[config.mk]
export PLATFORM = sky130hd
export DESIGN_NAME = eep_slave
export DESIGN_NICKNAME = d
export VERILOG_FILES = /design/src/rtl/eep_pkg.sv /design/src/rtl/eep_bus_sync.sv /design/src/rtl/eep_wr_timer.sv /design/src/rtl/eep_store.sv /design/src/rtl/eep_slave.sv
export SDC_FILE = /design/constraint.sdc
export NUM_CORES = 2
export LEC_CHECK = 0
export ABC_AREA = 1
export ABC_CLOCK_PERIOD_IN_PS = 6100
export BUFFER_PORTS_ARGS = -buffer_cell sky130_fd_sc_hd__buf_4
export CAP_MARGIN = 20
export CORE_UTILIZATION = 30
export CTS_CLUSTER_SIZE = 14
export DETAILED_ROUTE_END_ITERATION = 8
export GPL_ROUTABILITY_DRIVEN = 0
export PLACE_DENSITY = 0.47
export SLEW_MARGIN = 20
export SYNTH_ARGS = -nofsm -noshare
export SYNTH_HDL_FRONTEND = slang
export SYNTH_SLANG_ARGS = --single-unit
[constraint.sdc]
create_clock -name clk -period 6.1 [get_ports clk]
set_input_delay 1.525 -clock clk [delete_from_list [all_inputs] [get_ports clk]]
set_output_delay 1.525 -clock clk [all_outputs]
set_load 0.005 [all_outputs]
[src/rtl/eep_pkg.sv]
package eep_pkg;
   localparam logic [3:0] DEV_TYPE = 4'b1010;

   typedef enum logic [2:0] {
      S_IDLE,
      S_RX,
      S_ACK,
      S_TX,
      S_RACK,
      S_HOLD
   } st_t;

   typedef enum logic [1:0] {
      K_DEV,
      K_WADDR,
      K_DATA
   } kind_t;
endpackage

[src/rtl/eep_bus_sync.sv]
module eep_bus_sync #(
   parameter int STAGES = 2
) (
   input  logic clk,
   input  logic rst_n,
   input  logic scl_i,
   input  logic sda_i,
   output logic scl_lvl,
   output logic sda_lvl,
   output logic scl_rise,
   output logic scl_fall,
   output logic start_det,
   output logic stop_det
);
   logic [STAGES-1:0] scl_p, sda_p, scl_n, sda_n;
   logic              scl_q, sda_q;

   if (STAGES == 1) begin : g_single
      assign scl_n = scl_i;
      assign sda_n = sda_i;
   end else begin : g_chain
      assign scl_n = {scl_p[STAGES-2:0], scl_i};
      assign sda_n = {sda_p[STAGES-2:0], sda_i};
   end

   always_ff @(posedge clk or negedge rst_n) begin
      if (!rst_n) begin
         scl_p <= '1;
         sda_p <= '1;
         scl_q <= 1'b1;
         sda_q <= 1'b1;
      end else begin
         scl_p <= scl_n;
         sda_p <= sda_n;
         scl_q <= scl_p[STAGES-1];
         sda_q <= sda_p[STAGES-1];
      end
   end

   assign scl_lvl   = scl_p[STAGES-1];
   assign sda_lvl   = sda_p[STAGES-1];
   assign scl_rise  = scl_lvl & ~scl_q;
   assign scl_fall  = ~scl_lvl & scl_q;
   assign start_det = scl_lvl & scl_q & sda_q & ~sda_lvl;
   assign stop_det  = scl_lvl & scl_q & ~sda_q & sda_lvl;
endmodule

[src/rtl/eep_wr_timer.sv]
module eep_wr_timer #(
   parameter int CYCLES = 5000,
   localparam int CW = $clog2(CYCLES + 1)
) (
   input  logic clk,
   input  logic rst_n,
   input  logic start,
   output logic busy
);
   logic [CW-1:0] cnt;

   always_ff @(posedge clk or negedge rst_n) begin
      if (!rst_n)         cnt <= '0;
      else if (start)     cnt <= CW'(CYCLES);
      else if (cnt != '0) cnt <= cnt - CW'(1);
   end

   assign busy = (cnt != '0);
endmodule

[src/rtl/eep_store.sv]
module eep_store #(
   parameter int          MEM_BYTES  = 256,
   parameter int          PAGE_BYTES = 16,
   parameter logic [7:0]  ERASED     = 8'hFF,
   localparam int AW  = $clog2(MEM_BYTES),
   localparam int PW  = $clog2(PAGE_BYTES),
   localparam int PGW = AW - PW
) (
   input  logic           clk,
   input  logic           rst_n,
   input  logic [AW-1:0]  rd_addr,
   output logic [7:0]     rd_data,
   input  logic           buf_we,
   input  logic [PW-1:0]  buf_idx,
   input  logic [7:0]     buf_data,
   input  logic           buf_clr,
   input  logic           commit,
   input  logic [PGW-1:0] commit_page,
   output logic           buf_any
);
   logic [7:0]            mem  [MEM_BYTES];
   logic [7:0]            pbuf [PAGE_BYTES];
   logic [PAGE_BYTES-1:0] vld;

   always_ff @(posedge clk or negedge rst_n) begin
      if (!rst_n) begin
         for (int i = 0; i < MEM_BYTES; i++) mem[i] <= ERASED;
      end else if (commit) begin
         for (int i = 0; i < PAGE_BYTES; i++)
            if (vld[i]) mem[{commit_page, PW'(i)}] <= pbuf[i];
      end
   end

   always_ff @(posedge clk or negedge rst_n) begin
      if (!rst_n)       vld <= '0;
      else if (buf_clr) vld <= '0;
      else if (buf_we)  vld[buf_idx] <= 1'b1;
   end

   always_ff @(posedge clk) begin
      if (buf_we) pbuf[buf_idx] <= buf_data;
   end

   assign rd_data = mem[rd_addr];
   assign buf_any = |vld;
endmodule

[src/rtl/eep_slave.sv]
module eep_slave
   import eep_pkg::*;
#(
   parameter int         MEM_BYTES   = 256,
   parameter int         PAGE_BYTES  = 16,
   parameter int         WR_CYCLES   = 5000,
   parameter int         SYNC_STAGES = 2,
   parameter logic [7:0] ERASED      = 8'hFF
) (
   input  logic       clk,
   input  logic       rst_n,
   input  logic       scl_i,
   input  logic       sda_i,
   output logic       sda_oe,
   input  logic [2:0] strap_i,
   input  logic       wp_i
);
   localparam int AW  = $clog2(MEM_BYTES);
   localparam int PW  = $clog2(PAGE_BYTES);
   localparam int PGW = AW - PW;

   if ((1 << AW) != MEM_BYTES || AW > 8) begin : g_bad_mem
      $error("MEM_BYTES must be a power of two no larger than 256");
   end
   if ((1 << PW) != PAGE_BYTES || PAGE_BYTES >= MEM_BYTES) begin : g_bad_page
      $error("PAGE_BYTES must be a power of two below MEM_BYTES");
   end
   if (WR_CYCLES < 1) begin : g_bad_wr
      $error("WR_CYCLES must be at least 1");
   end
   if (SYNC_STAGES < 1) begin : g_bad_sync
      $error("SYNC_STAGES must be at least 1");
   end

   logic scl_lvl, sda_lvl, scl_rise, scl_fall, start_det, stop_det;
   logic busy, commit, buf_any, buf_we, buf_clr;
   logic [7:0] rd_data;

   st_t        st;
   kind_t      kind;
   logic [3:0] bitcnt;
   logic [7:0] shreg, txreg;
   logic [AW-1:0] ptr;
   logic       rw, oe_q, wr_mode;
   logic       dev_hit, byte_end;

   eep_bus_sync #(.STAGES(SYNC_STAGES)) u_sync (
      .clk(clk), .rst_n(rst_n), .scl_i(scl_i), .sda_i(sda_i),
      .scl_lvl(scl_lvl), .sda_lvl(sda_lvl), .scl_rise(scl_rise),
      .scl_fall(scl_fall), .start_det(start_det), .stop_det(stop_det)
   );

   eep_wr_timer #(.CYCLES(WR_CYCLES)) u_timer (
      .clk(clk), .rst_n(rst_n), .start(commit), .busy(busy)
   );

   eep_store #(.MEM_BYTES(MEM_BYTES), .PAGE_BYTES(PAGE_BYTES), .ERASED(ERASED)) u_store (
      .clk(clk), .rst_n(rst_n), .rd_addr(ptr), .rd_data(rd_data),
      .buf_we(buf_we), .buf_idx(ptr[PW-1:0]), .buf_data(shreg),
      .buf_clr(buf_clr), .commit(commit), .commit_page(ptr[AW-1:PW]),
      .buf_any(buf_any)
   );

   assign byte_end = scl_fall && (bitcnt == 4'd8);
   assign dev_hit  = (shreg[7:4] == DEV_TYPE) && (shreg[3:1] == strap_i) && !busy;
   assign buf_we   = (st == S_RX) && byte_end && (kind == K_DATA) && !start_det && !stop_det;
   assign buf_clr  = start_det | stop_det;
   assign commit   = stop_det && wr_mode && buf_any && !wp_i;
   assign sda_oe   = oe_q;

   always_ff @(posedge clk or negedge rst_n) begin
      if (!rst_n) begin
         st      <= S_IDLE;
         kind    <= K_DEV;
         bitcnt  <= '0;
         shreg   <= '0;
         txreg   <= '0;
         ptr     <= '0;
         rw      <= 1'b0;
         oe_q    <= 1'b0;
         wr_mode <= 1'b0;
      end else if (start_det) begin
         st      <= S_RX;
         kind    <= K_DEV;
         bitcnt  <= '0;
         oe_q    <= 1'b0;
         wr_mode <= 1'b0;
      end else if (stop_det) begin
         st      <= S_IDLE;
         oe_q    <= 1'b0;
         wr_mode <= 1'b0;
      end else begin
         unique case (st)
            S_RX: begin
               if (scl_rise) begin
                  shreg  <= {shreg[6:0], sda_lvl};
                  bitcnt <= bitcnt + 4'd1;
               end else if (byte_end) begin
                  bitcnt <= '0;
                  unique case (kind)
                     K_DEV: begin
                        if (dev_hit) begin
                           st   <= S_ACK;
                           oe_q <= 1'b1;
                           rw   <= shreg[0];
                        end else begin
                           st   <= S_HOLD;
                        end
                     end
                     K_WADDR: begin
                        ptr     <= shreg[AW-1:0];
                        wr_mode <= 1'b1;
                        st      <= S_ACK;
                        oe_q    <= 1'b1;
                     end
                     default: begin
                        ptr  <= {ptr[AW-1:PW], ptr[PW-1:0] + PW'(1)};
                        st   <= S_ACK;
                        oe_q <= 1'b1;
                     end
                  endcase
               end
            end
            S_ACK: begin
               if (scl_fall) begin
                  if (kind == K_DEV && rw) begin
                     oe_q   <= ~rd_data[7];
                     txreg  <= {rd_data[6:0], 1'b0};
                     bitcnt <= 4'd1;
                     ptr    <= ptr + AW'(1);
                     st     <= S_TX;
                  end else begin
                     oe_q <= 1'b0;
                     kind <= (kind == K_DEV) ? K_WADDR : K_DATA;
                     st   <= S_RX;
                  end
               end
            end
            S_TX: begin
               if (scl_fall) begin
                  if (bitcnt == 4'd8) begin
                     oe_q <= 1'b0;
                     st   <= S_RACK;
                  end else begin
                     oe_q   <= ~txreg[7];
                     txreg  <= {txreg[6:0], 1'b0};
                     bitcnt <= bitcnt + 4'd1;
                  end
               end
            end
            S_RACK: begin
               if (scl_rise && sda_lvl) begin
                  st <= S_HOLD;
               end else if (scl_fall) begin
                  oe_q   <= ~rd_data[7];
                  txreg  <= {rd_data[6:0], 1'b0};
                  bitcnt <= 4'd1;
                  ptr    <= ptr + AW'(1);
                  st     <= S_TX;
               end
            end
            default: begin
               oe_q <= 1'b0;
            end
         endcase
      end
   end
endmodule

==> out/summary.txt <==
Run status: completed
Worst Path Arrival: 4.69 ns
Synth top area share: 51.9%
Pre-CTS WS: 1.52 ns
HPWL reported at the end of detailed placement: 323000 µm
Critical Path Slowest Stage Cell: nor2_1
Pwr/cell area: 405 nW/µm²
HP Class: register to register
Mapped Area: 104000 µm²
First-pass GRT wire length: 677000 µm
Crit. path cell count: 7
Area Growth Syn to Fin: 12.9%
RR Endpoint: u_store.pbuf[4][3]
Layout cell share with drive strength beyond 1: 22.9%
CTS tree: yes
FF-to-FF path depth: 7
Max cap viols: 0
Cell class contributing the biggest share of worst-path delay: simple AND/OR/NAND/NOR gates
Setup TNS Final: 0 ns
Critical path buffers and inverters: 2
# fillers: 36400
Main flop type after synthesis: dfstp_2
Final Hold Vio Count: 0
Asr flop ratio synth: 94.3%
Drt total wl: 490000 µm
Critical path type: register to register
Leakage: 44.9 nW
Synthesized flop and latch total: 2246
Post-DRT Antenna Nets: 0
I/O pin count: 9
DRC violations left: 0
Root Buffer: clkbuf_16
Unrepaired setup endpoints after global routing: no
Sequential-to-total area share from yosys stat: 57.2%
GRT overflow: 0
Detailed Routing Iterations Pass 1: 7
Largest net degree at the start of global routing: 161
Worst-Margin Slew: 1.30 ns
Mapped Nets: 12500
Synth cell types: 43
Die area: 349000 µm²
# setup viols final: 0
Worst vdd ir: 0.287 mV
Number of clock sinks: 2246
Final Max Slew Viols: 0
Die Wd: 591 µm
Clock Skew: 0.0618 ns
Row count: 215
Multi-input logic area: 39200 µm²
Critical Path Source Type: register
Post-CTS sizing: 0
Crit path launch: st[2]
Max stage delay on crit path: 1.13 ns
Worst R2R Setup Slack: 1.89 ns
Crit. End Element: register
Post-synthesis cell count: 12400
Worst-path cell chain: nor3_1 -> inv_1 -> nor2_1 -> inv_1 -> nor3_1 -> nand2_1 -> nor2_1
Fin crit period: 4.21 ns
Syn. warnings: 0
Cell with the most instances after synthesis: nand2_1
Overall Global Routing Usage: 27.5%
Core area: 344000 µm²
Clock Path Buffers: 4
CP required: 6.58 ns
H-tree depth: 5
Vias post-DR: 89900
Storage element area: 59400 µm²
Post-CTS Setup Bufs: 0
Vias per cell: 5.31
Die H: 591 µm
Commonest cells in the netlist: nand2_1 (3612), o21ai_0 (2733), dfstp_2 (2054)
Rel. slew slack: 12.6%
Initial antenna violation count: 88
CP endpoint: u_store.pbuf[4][3]
RR Startpoint: st[2]
Synth area leader: dfstp_2
Clk Latency, worst-skew pair: 0.89 ns
WL per Instance: 29.0 µm
Max frequency: 238 MHz
I/O Buffers: 8
CP Max Fanout: 9
Final nets: 12200
Detailed Route Iter0 Violations: 12000
Final setup margin: 1.89 ns
Initial Util: 30.2%
Post-synth EDFFs: 128
Total CTS buffers: 266
Clock transition at the registers of the reported paths: 0.06 ns
Hold_buf cts: 0
Vias in the first global route: 82000
Period Utilization, post-route: 68.9%
Syn Area/Cell: 8.35 µm²
Synth top area cells: dfstp_2 (52%), o21ai_0 (13%), nand2_1 (13%), nor2_1 (6.0%), edfxtp_1 (3.7%)
[power breakdown]
part           leakage [nW]  internal [mW]  switching [mW]
logic                  17.5           3.38            12.3
registers              23.2           15.3           0.184
clock network          4.26           9.60            6.74
[cell type report]
class / instances / area share, %
Multi-Input combinational cell: 8918 / 33.4
Tap cell: 4557 / 4.86
Antenna cell: 25 / 0.0533
Timing Repair Buffer: 287 / 2.35
Sequential cell: 2246 / 50.6
Inverter: 423 / 1.37
Clock inverter: 70 / 0.721
Clock buffer: 387 / 6.65
[layer usage]
layer	track usage (%)	wire length, µm	vias to the layer above
met2	38.9	202000	4175
met4	13.6	28000	36
met5	0	289	-
met1	38.6	211000	44800
li1	-	-	40000
met3	7.26	49300	925
[through the flow]
step                      power (mW)  utilization (%)  instance area [µm²]  hold slack [ns]  cells
after floorplan                 23.4                -               104000            0.345  12400
after global placement          30.8             31.6               109000            0.346  16400
after detailed placement        30.7             31.6               109000            0.347  16400
after CTS                       47.1             34.1               117000            0.355  16900
after global routing            48.9             34.1               117000            0.368  16900
final                           47.5             34.1               117000            0.355  16900
[registers in the layout (all words and copies together), names as in the netlist, 2 cells and up]
name          flops
bitcnt            4
kind              2
ptr               8
shreg             8
st                3
txreg             7
u_store.mem    2048
u_store.pbuf    128
u_store.vld      16
u_sync.scl_p      2
u_sync.sda_p      2
u_timer.cnt      13
[cells by family after synthesis]
logic type	share of synthesized area (%)
AOI/OAI and AO/OA	17.2
xor gates and xnor gates	0.0590
adders and majority gates	0.0963
buffers and inverters	5.22
DFF	57.2
and+or+nand+nor	20.3
[worst min path at each step]
stage | startpoint | endpoint | cells past startpoint
finish | u_sync.scl_p[0] | u_sync.scl_p[1] | 0
floorplan | u_sync.scl_p[0] | u_sync.scl_p[1] | 0
global route | u_sync.scl_p[0] | u_sync.scl_p[1] | 0
CTS | u_sync.scl_p[0] | u_sync.scl_p[1] | 0
global placement | u_sync.sda_p[0] | u_sync.sda_p[1] | 0
detailed placement | u_sync.scl_p[0] | u_sync.scl_p[1] | 0
[cell usage in the layout, fill, tap and decap left out, types with 7 or more instances in the layout]
master	n
a21oi_1	63
buf_12	41
buf_4	241
bufinv_16	17
clkbuf_1	66
clkbuf_16	279
clkbuf_8	42
clkinv_1	22
clkinv_2	35
dfrtp_1	62
dfstp_2	2054
diode_2	25
edfxtp_1	128
ha_1	8
inv_1	393
inv_2	10
nand2_1	3611
nand2_2	14
nand2_4	18
nand3_1	73
nand4_1	19
nor2_1	1653
nor2_2	13
nor2_4	16
nor3_1	12
nor3_4	10
o211ai_1	36
o21a_1	121
o21ai_0	2731
o21ai_1	356
o22ai_1	132
xor2_1	7
[worst register-to-register path, cell delays in order (launching register included)]
cell and delay (ns):
dfrtp_1 0.41, nor3_1 0.42, inv_1 0.19, nor2_1 0.21, inv_1 0.09, nor3_1 0.52
nand2_1 0.83, nor2_1 1.13
Note: power is estimated with default switching activity, not from simulation.
